[src/rtl/txdma_chan_monitor.sv]
`timescale 1ns/1ps
module txdma_chan_monitor #(
  parameter int NCH        = 8,
  parameter int CREDIT_MAX = 16,
  localparam int CW        = $clog2(CREDIT_MAX + 1)
) (
  input  logic            clk,
  input  logic            rst_n,
  input  logic            reg_we,
  input  logic [8:0]      reg_addr,
  input  logic [31:0]     reg_wdata,
  output logic [31:0]     reg_rdata,
  input  logic [NCH-1:0]  act_cmd,
  input  logic [NCH-1:0]  buf_done,
  input  logic [NCH-1:0]  dword_issue,
  input  logic [NCH-1:0]  credit_ret,
  input  logic [NCH-1:0]  fifo_full,
  input  logic            addr_err,
  input  logic            short_xfer,
  output logic            err_irq
);
  localparam logic [1:0] MODE_RUN  = 2'b10;
  localparam logic [1:0] MODE_STOP = 2'b01;

  logic [NCH-1:0][1:0]    mode_q;
  logic [NCH-1:0]         req_en_q;
  logic [NCH-1:0]         pend_q;
  logic [NCH-1:0][CW-1:0] cred_q;
  logic [31:0]            err_q, err_set, err_mask, stat;
  logic [NCH-1:0]         cfg_we;
  logic                   err_we;

  assign err_we  = reg_we && reg_addr == 9'h108;
  assign err_irq = |err_q;

  always_comb begin
    err_mask = 32'h0;
    err_set  = 32'h0;
    stat     = 32'h0;
    err_mask[31] = 1'b1;
    err_mask[30] = 1'b1;
    err_set[31]  = addr_err;
    err_set[30]  = short_xfer;
    for (int c = 0; c < NCH; c++) begin
      cfg_we[c]      = reg_we && reg_addr == 9'(32 * c);
      err_mask[c]    = 1'b1;
      err_mask[9+c]  = 1'b1;
      err_set[c]     = fifo_full[c] && cred_q[c] != '0;
      err_set[9+c]   = act_cmd[c] && pend_q[c];
      stat[24+c]     = cred_q[c] == CW'(CREDIT_MAX);
      stat[16+c]     = !pend_q[c];
    end
  end

  for (genvar c = 0; c < NCH; c++) begin : g_ch
    logic accept, finish;
    assign accept = act_cmd[c] && !pend_q[c] && mode_q[c] == MODE_RUN && req_en_q[c];
    assign finish = buf_done[c] && pend_q[c] &&
                    (mode_q[c] == MODE_RUN || mode_q[c] == MODE_STOP);

    always_ff @(posedge clk) begin
      if (!rst_n) begin
        mode_q[c]   <= 2'b00;
        req_en_q[c] <= 1'b0;
        pend_q[c]   <= 1'b0;
        cred_q[c]   <= CW'(CREDIT_MAX);
      end else begin
        if (cfg_we[c]) begin
          mode_q[c]   <= reg_wdata[31:30];
          req_en_q[c] <= reg_wdata[3];
        end
        if (accept)      pend_q[c] <= 1'b1;
        else if (finish) pend_q[c] <= 1'b0;
        if (dword_issue[c] && !credit_ret[c] && cred_q[c] != '0)
          cred_q[c] <= cred_q[c] - 1'b1;
        else if (credit_ret[c] && !dword_issue[c] && cred_q[c] != CW'(CREDIT_MAX))
          cred_q[c] <= cred_q[c] + 1'b1;
      end
    end
  end

  always_ff @(posedge clk) begin
    if (!rst_n) err_q <= 32'h0;
    else        err_q <= (err_q & ~(err_we ? (reg_wdata & err_mask) : 32'h0)) | err_set;
  end

  always_comb begin
    reg_rdata = 32'h0;
    if (!reg_addr[8]) begin
      for (int c = 0; c < NCH; c++) begin
        if (reg_addr[7:5] == 3'(c)) begin
          if (reg_addr[4:0] == 5'h00)
            reg_rdata = {mode_q[c], 26'h0, req_en_q[c], 3'b000};
          else if (reg_addr[4:0] == 5'h04)
            reg_rdata = 32'(cred_q[c]);
        end
      end
    end else if (reg_addr[7:0] == 8'h00) begin
      reg_rdata = stat;
    end else if (reg_addr[7:0] == 8'h08) begin
      reg_rdata = err_q;
    end
  end
endmodule


[config.mk]
export PLATFORM = sky130hd
export DESIGN_NAME = txdma_chan_monitor
export DESIGN_NICKNAME = d
export VERILOG_FILES = /design/src/rtl/txdma_chan_monitor.sv
export SDC_FILE = /design/constraint.sdc
export NUM_CORES = 1
export LEC_CHECK = 0
export BUFFER_PORTS_ARGS = -buffer_cell sky130_fd_sc_hd__clkbuf_2
export CAP_MARGIN = 20
export CORE_MARGIN = 8
export CORE_UTILIZATION = 25
export DETAILED_ROUTE_END_ITERATION = 6
export GPL_ROUTABILITY_DRIVEN = 0
export GPL_TIMING_DRIVEN = 1
export PLACE_DENSITY = 0.56
export SLEW_MARGIN = 40
export SYNTH_ARGS = -nofsm -noshare
export SYNTH_HDL_FRONTEND = slang
export SYNTH_SLANG_ARGS = --single-unit
[constraint.sdc]
create_clock -name clk -period 2.65 [get_ports clk]
set_input_delay 0.3975 -clock clk [delete_from_list [all_inputs] [get_ports clk]]
set_output_delay 0.3975 -clock clk [all_outputs]
set_load 0.01 [all_outputs]
==> results.toml, run 1 <==
[sta]
rsz0062_at_grt = "no"
fin_tns_setup_ns = 0
final-max-slew-violation-count = 0
hold_viol_final = 0
worst_pin_slew_ns = 0.609
post-route-period-util_pct = 94.7
max_freq_ghz = 0.398
slew_headroom_pct = 59.0
clock_skew_ns = 0.00736
period_needed_ns = 2.51
setup_viol = 0

[global_route]
antenna_found_initial = 2
first_global_vias = 5403
grt_first_pass_wirelength_um = 29200
grt_overflow = 0
grt_max_degree = 54
grt_util_all_layers_pct = 12.9

[critical_path]
cpMaxStageDelayCell = "or4_1"
cp.arrival_ns = 2.81
criticalPathCategory = "reg2reg"
critPathLaunchType = "flip-flop"
crit_path_cell_trace = "or4_1 > o21ai_2 > inv_1 > ha_1 > a21o_1 > a21oi_1 > mux4_2 > nand2_1"
critical-path-max-stage-delay_ns = 0.60
path_max_fanout = 4
worst_setup_path_end_kind = "flip-flop"
required_ns = 2.95

[logic_synthesis]
synth.ff_latch_count = 90
synth_cell_types = 53
synth_top_area_cell = "dfxtp_1"
synthArstFlopShare_pct = 0
synth_cells = 718
ys_seq_area_share_pct = 30.1
ys.flop_type = "dfxtp_1"
ys.warnings.count = 0
avgSynthCellArea_um2 = 8.35
synth-edff-count = 0
synth_area_leaders = "dfxtp_1 30%, ha_1 6.7%, mux2i_1 6.5%"
synth_fp_nets = 844
netlist_area_mm2 = 0.00599
synth_top_area_share_pct = 30.1

[floorplan]
io_pins = 119
die_w_um = 171
core.rowCount = 56
die_h_um = 171
core_mm2 = 0.0235
start_util_pct = 25.5
die_area_mm2 = 0.0292

[place]
dpl.hpwl_um = 14900
numPortBuffers = 103
placed_area_mm2 = 0.00717

[cells_and_area]
fin_util_pct = 31.9
layout.nets = 973
final_layout_size_suffix_gt1_share_pct = 23.6
area_growth_pct = 25.4
stdcell_area_mm2 = 0.00752
fillers = 2558

[power_and_ir_drop]
irDropWorstVdd_mv = 0.256
p_per_area_mw_per_mm2 = 557
p_total_uw = 4190
p_leak_uw = 0.00341

[clock_network]
cts_htree_levels = 3
cts_buffer_depth = 2
clkSinkCount = 90
numCtsBuffers = 9
cts_tree = "yes"
clk_pin_slew_ns = 0.07
clk_latency_ns = 0.35
cts_root_buf = "clkbuf_16"
cts_hold_buf = 0

[route]
drt_pass1_iterations = 4
via_count = 5480
detail-route-antenna-nets = 0
wl_per_cell_um = 15.9
drt_iter0_drc = 313
viasPerCell = 4.67
drc_errors = 0
drt_wl_total_um = 18700

[min_path]
hold_path_class = "in2reg"

[run_status]
outcome = "finished, final reports clean"

[job]
drv_cap = 0
==> placed cells by master (no fill, tap or decap), types with 3 or more instances in the layout <==
master / n
nor2_1: 32
a21oi_1: 28
clkbuf_2: 102
a31oi_1: 10
buf_4: 48
nand3_1: 28
nor2_4: 3
or4_1: 9
o221ai_1: 3
clkbuf_16: 9
nor2b_1: 32
nor3_1: 4
a22oi_1: 8
or3_1: 5
nor4_1: 12
nand2_1: 101
nor3b_1: 9
fa_1: 8
a31oi_2: 4
xnor2_1: 24
mux2_2: 3
a21o_1: 17
o211ai_1: 9
nand2b_1: 8
and3_1: 5
ha_1: 32
and2_1: 26
o21ai_0: 30
mux2i_1: 39
dfxtp_1: 90
mux4_2: 12
inv_1: 47
o21ai_1: 4
o21ai_2: 4
nand3b_1: 11
==> path summary, 6_finish.rpt <==
check | start | to | slack [ns] | cells past startpoint
worst min register to register | mode_q[10] | mode_q[10] | 0.46 | 2
worst min-delay path | fifo_full[2] | err_q[2] | 0.28 | 3
worst max register to register | cred_q[30] | cred_q[34] | 0.14 | 8
worst max-delay path | cred_q[30] | cred_q[34] | 0.14 | 8
==> sequential cells by signal, summed over array words and instances, names as in the netlist <==
name      count
req_en_q      8
cred_q       40
mode_q       16
err_q        18
pend_q        8
==> through the flow <==
step	hold slack (ns)	setup WS [ns]	cells
floorplan	0.433	0.159	718
global placement	0.443	0.106	1155
detailed placement	0.447	0.0825	1155
CTS	0.271	0.0609	1171
global route	0.292	0.00719	1173
finish	0.280	0.140	1173
==> where the power goes <==
| group | total (uW) | leakage [uW] | switching (uW) | internal, uW |
|---|---|---|---|---|
| clock network | 1360 | 0.000147 | 588 | 768 |
| registers | 1560 | 0.000734 | 94.9 | 1460 |
| logic | 1270 | 0.00253 | 663 | 610 |
| total | 4190 | 0.00341 | 1350 | 2840 |
==> area by class of cell <==
class / instances / area (um2) / area share, %
clock buffers: 10 / 239 / 3.18
flip-flops and latches: 90 / 1800 / 24.0
clock inverters: 6 / 73.8 / 0.982
well taps: 319 / 399 / 5.31
repair buffers: 152 / 911 / 12.1
multi-input cells: 547 / 3910 / 52.0
inverters: 47 / 176 / 2.35
diodes: 2 / 5.00 / 0.0666
==> cell usage after synthesis (17+ instances only) <==
cell type and number:
o21ai_0 30, nand3_1 28, dfxtp_1 90, ha_1 32, xnor2_1 24, nand2_1 101, mux2i_1 39, inv_1 47
and2_1 26, a21o_1 17, clkbuf_1 23, a21oi_1 29, nor2_1 32, nor2b_1 32
==> critical path: cells and delay by family, from the launching register on <==
kind / cells / cell delay (ns)
AND/OR/NAND/NOR: 2 / 0.67
AO/OA/AOI/OAI: 3 / 0.53
buffers and inverters: 1 / 0.10
flip-flops: 1 / 0.31
adder cells (fa/ha/maj): 1 / 0.33
multiplexers: 1 / 0.51
==> cell families after synthesis <==
group	count (synthesis)	share of synthesized area [%]
mux	54	11.6
compound gates	134	14.4
other cells	1	0.0626
xor+xnor	24	3.51
flops	90	30.1
fa+ha+maj	40	9.35
simple gates	294	25.9
buf+inv	81	5.16
==> layer usage <==
layer  global-route usage [%]  wire (um)  vias up
met4                     3.14        218        0
met3                     3.64       1270       12
met5                        0          0        -
met2                     20.9       8730      112
met1                     16.7       8460     2563
li1                         -          -     2793
==> what timing repair did <==
item,CTS,global route
endpoints found under the setup margin,0,6
resized for setup,0,7
hold endpoints to repair,0,0
setup buffers,0,0
No activity file was read; power rests on OpenSTA's default activity.
==> run 2: changes to the inputs <==
- RECOVER_POWER: default -> 25
==> results.toml, run 2 (synthesized netlist as in run 1, its figures left out) <==
[critical_path]
cp.arrival_ns = 2.81
path_max_fanout = 4
startpoint = "cred_q[30]"
critPathLaunchType = "flip-flop"
r2r-start = "cred_q[30]"
required_ns = 2.95
worst_setup_path_end_kind = "flip-flop"
r2r_slack_ns = 0.14
criticalPathCategory = "reg2reg"

[sta]
fin_tns_setup_ns = 0
period_needed_ns = 2.51
hold_viol_final = 0
worst_pin_slew_ns = 1.19
final-max-slew-violation-count = 0
clock_skew_ns = 0.00644
rsz0062_at_grt = "no"
post-route-period-util_pct = 94.8
slew_headroom_pct = 20.4
setup_viol = 0
max_freq_ghz = 0.398

[cells_and_area]
largest-register = "cred_q"
seq_area_mm2 = 0.00180
area_growth_pct = 25.0
fillers = 2561
mostFrequentLayoutCell = "nand2_1"
multi_input_area_mm2 = 0.00391
reg_top3 = "cred_q x40, err_q x18, mode_q x16"
final_layout_size_suffix_gt1_share_pct = 23.1
mostFrequentLayoutCells = "101 x nand2_1, 100 x clkbuf_2, 90 x dfxtp_1, 47 x inv_1, 47 x buf_4"
layout.nets = 973
fin_util_pct = 31.8
largest_register_ffs = 40

[global_route]
grt_first_pass_wirelength_um = 29200
grt_util_all_layers_pct = 12.9
first_global_vias = 5403
grt_overflow = 0
antenna_found_initial = 2
grt_max_degree = 54

[clock_network]
cts_tree = "yes"
clk_pin_slew_ns = 0.07
clkSinkCount = 90
cts_root_buf = "clkbuf_16"
cts_setup_buffers = 0
cts_buffer_depth = 2
cts_htree_levels = 3
clk_latency_ns = 0.36
numCtsBuffers = 9

[route]
wl_per_cell_um = 15.9
via_count = 5492
drt_pass1_iterations = 5
drt_wl_total_um = 18700
viasPerCell = 4.68
drt_iter0_drc = 347
detail-route-antenna-nets = 0
drc_errors = 0

[floorplan]
die_h_um = 171
start_util_pct = 25.5
core_mm2 = 0.0235
die_w_um = 171
die_area_mm2 = 0.0292
io_pins = 119
core.rowCount = 56

[job]
drv_cap = 0

[min_path]
min_from = "fifo_full[2]"
hold_path_class = "in2reg"

[power_and_ir_drop]
p_leak_uw = 0.00339
irDropWorstVdd_mv = 0.261
p_per_area_mw_per_mm2 = 559

[run_status]
outcome = "finished, final reports clean"

[place]
dpl.hpwl_um = 14900
numPortBuffers = 103
==> run 2: cell types whose count changed in the layout (fill, tap and decap cells not counted), sizes merged <==
cell | before | now
buf | 50 | 48
clkbuf | 112 | 114
==> run 2: through the flow <==
stage | worst slack (ns) | instance area [um2] | power (uW) | cells | hold WS [ns]
2_1_floorplan | 0.159 | 5990 | 2400 | 718 | 0.433
3_3_place_gp | 0.106 | 7170 | 2820 | 1155 | 0.443
3_5_place_dp | 0.0825 | 7170 | 2850 | 1155 | 0.447
4_1_cts | 0.0609 | 7480 | 4210 | 1171 | 0.271
5_1_grt | 0.00719 | 7500 | 4460 | 1173 | 0.292
6_report | 0.137 | 7500 | 4190 | 1173 | 0.277
==> run 2: timing repair <==
action,CTS,global route
resized for setup,0,7
hold endpoints to repair,0,0
setup endpoints to repair,0,6
hold buffers,0,0
==> run 2: critical path, stage by stage (launching register included) <==
cell	delay, ns
dfxtp_1	0.31
or4_1	0.60
o21ai_2	0.16
inv_1	0.11
ha_1	0.33
a21o_1	0.19
a21oi_1	0.18
mux4_2	0.51
nand2_1	0.07
==> run 2: layer usage <==
layer	up-vias	part of all wire [%]	track usage (%)
met5	-	0	0
met2	117	47	20.9
met1	2572	47	16.7
met4	0	0.55	3.14
met3	10	6.0	3.64
li1	2793	-	-
==> run 2: final timing paths <==
kind / to / cells past startpoint
max: cred_q[34] / 8
min: err_q[2] / 3
max reg2reg: cred_q[34] / 8
min reg2reg: mode_q[10] / 2
==> run 2: layout make-up <==
cell class	instances	share of cell area (%)
antenna	2	0.0668
clock buffer	10	3.19
clock inverter	6	0.985
inverter	47	2.35
multi-input combinational	547	52.2
sequential	90	24.0
tap	319	5.32
timing repair buffer	152	11.9
==> run 2: power breakdown <==
part | internal [uW] | leakage, uW | switching (uW)
clock | 768 | 0.000147 | 593
sequential | 1460 | 0.000734 | 94.8
combinational | 610 | 0.00251 | 663
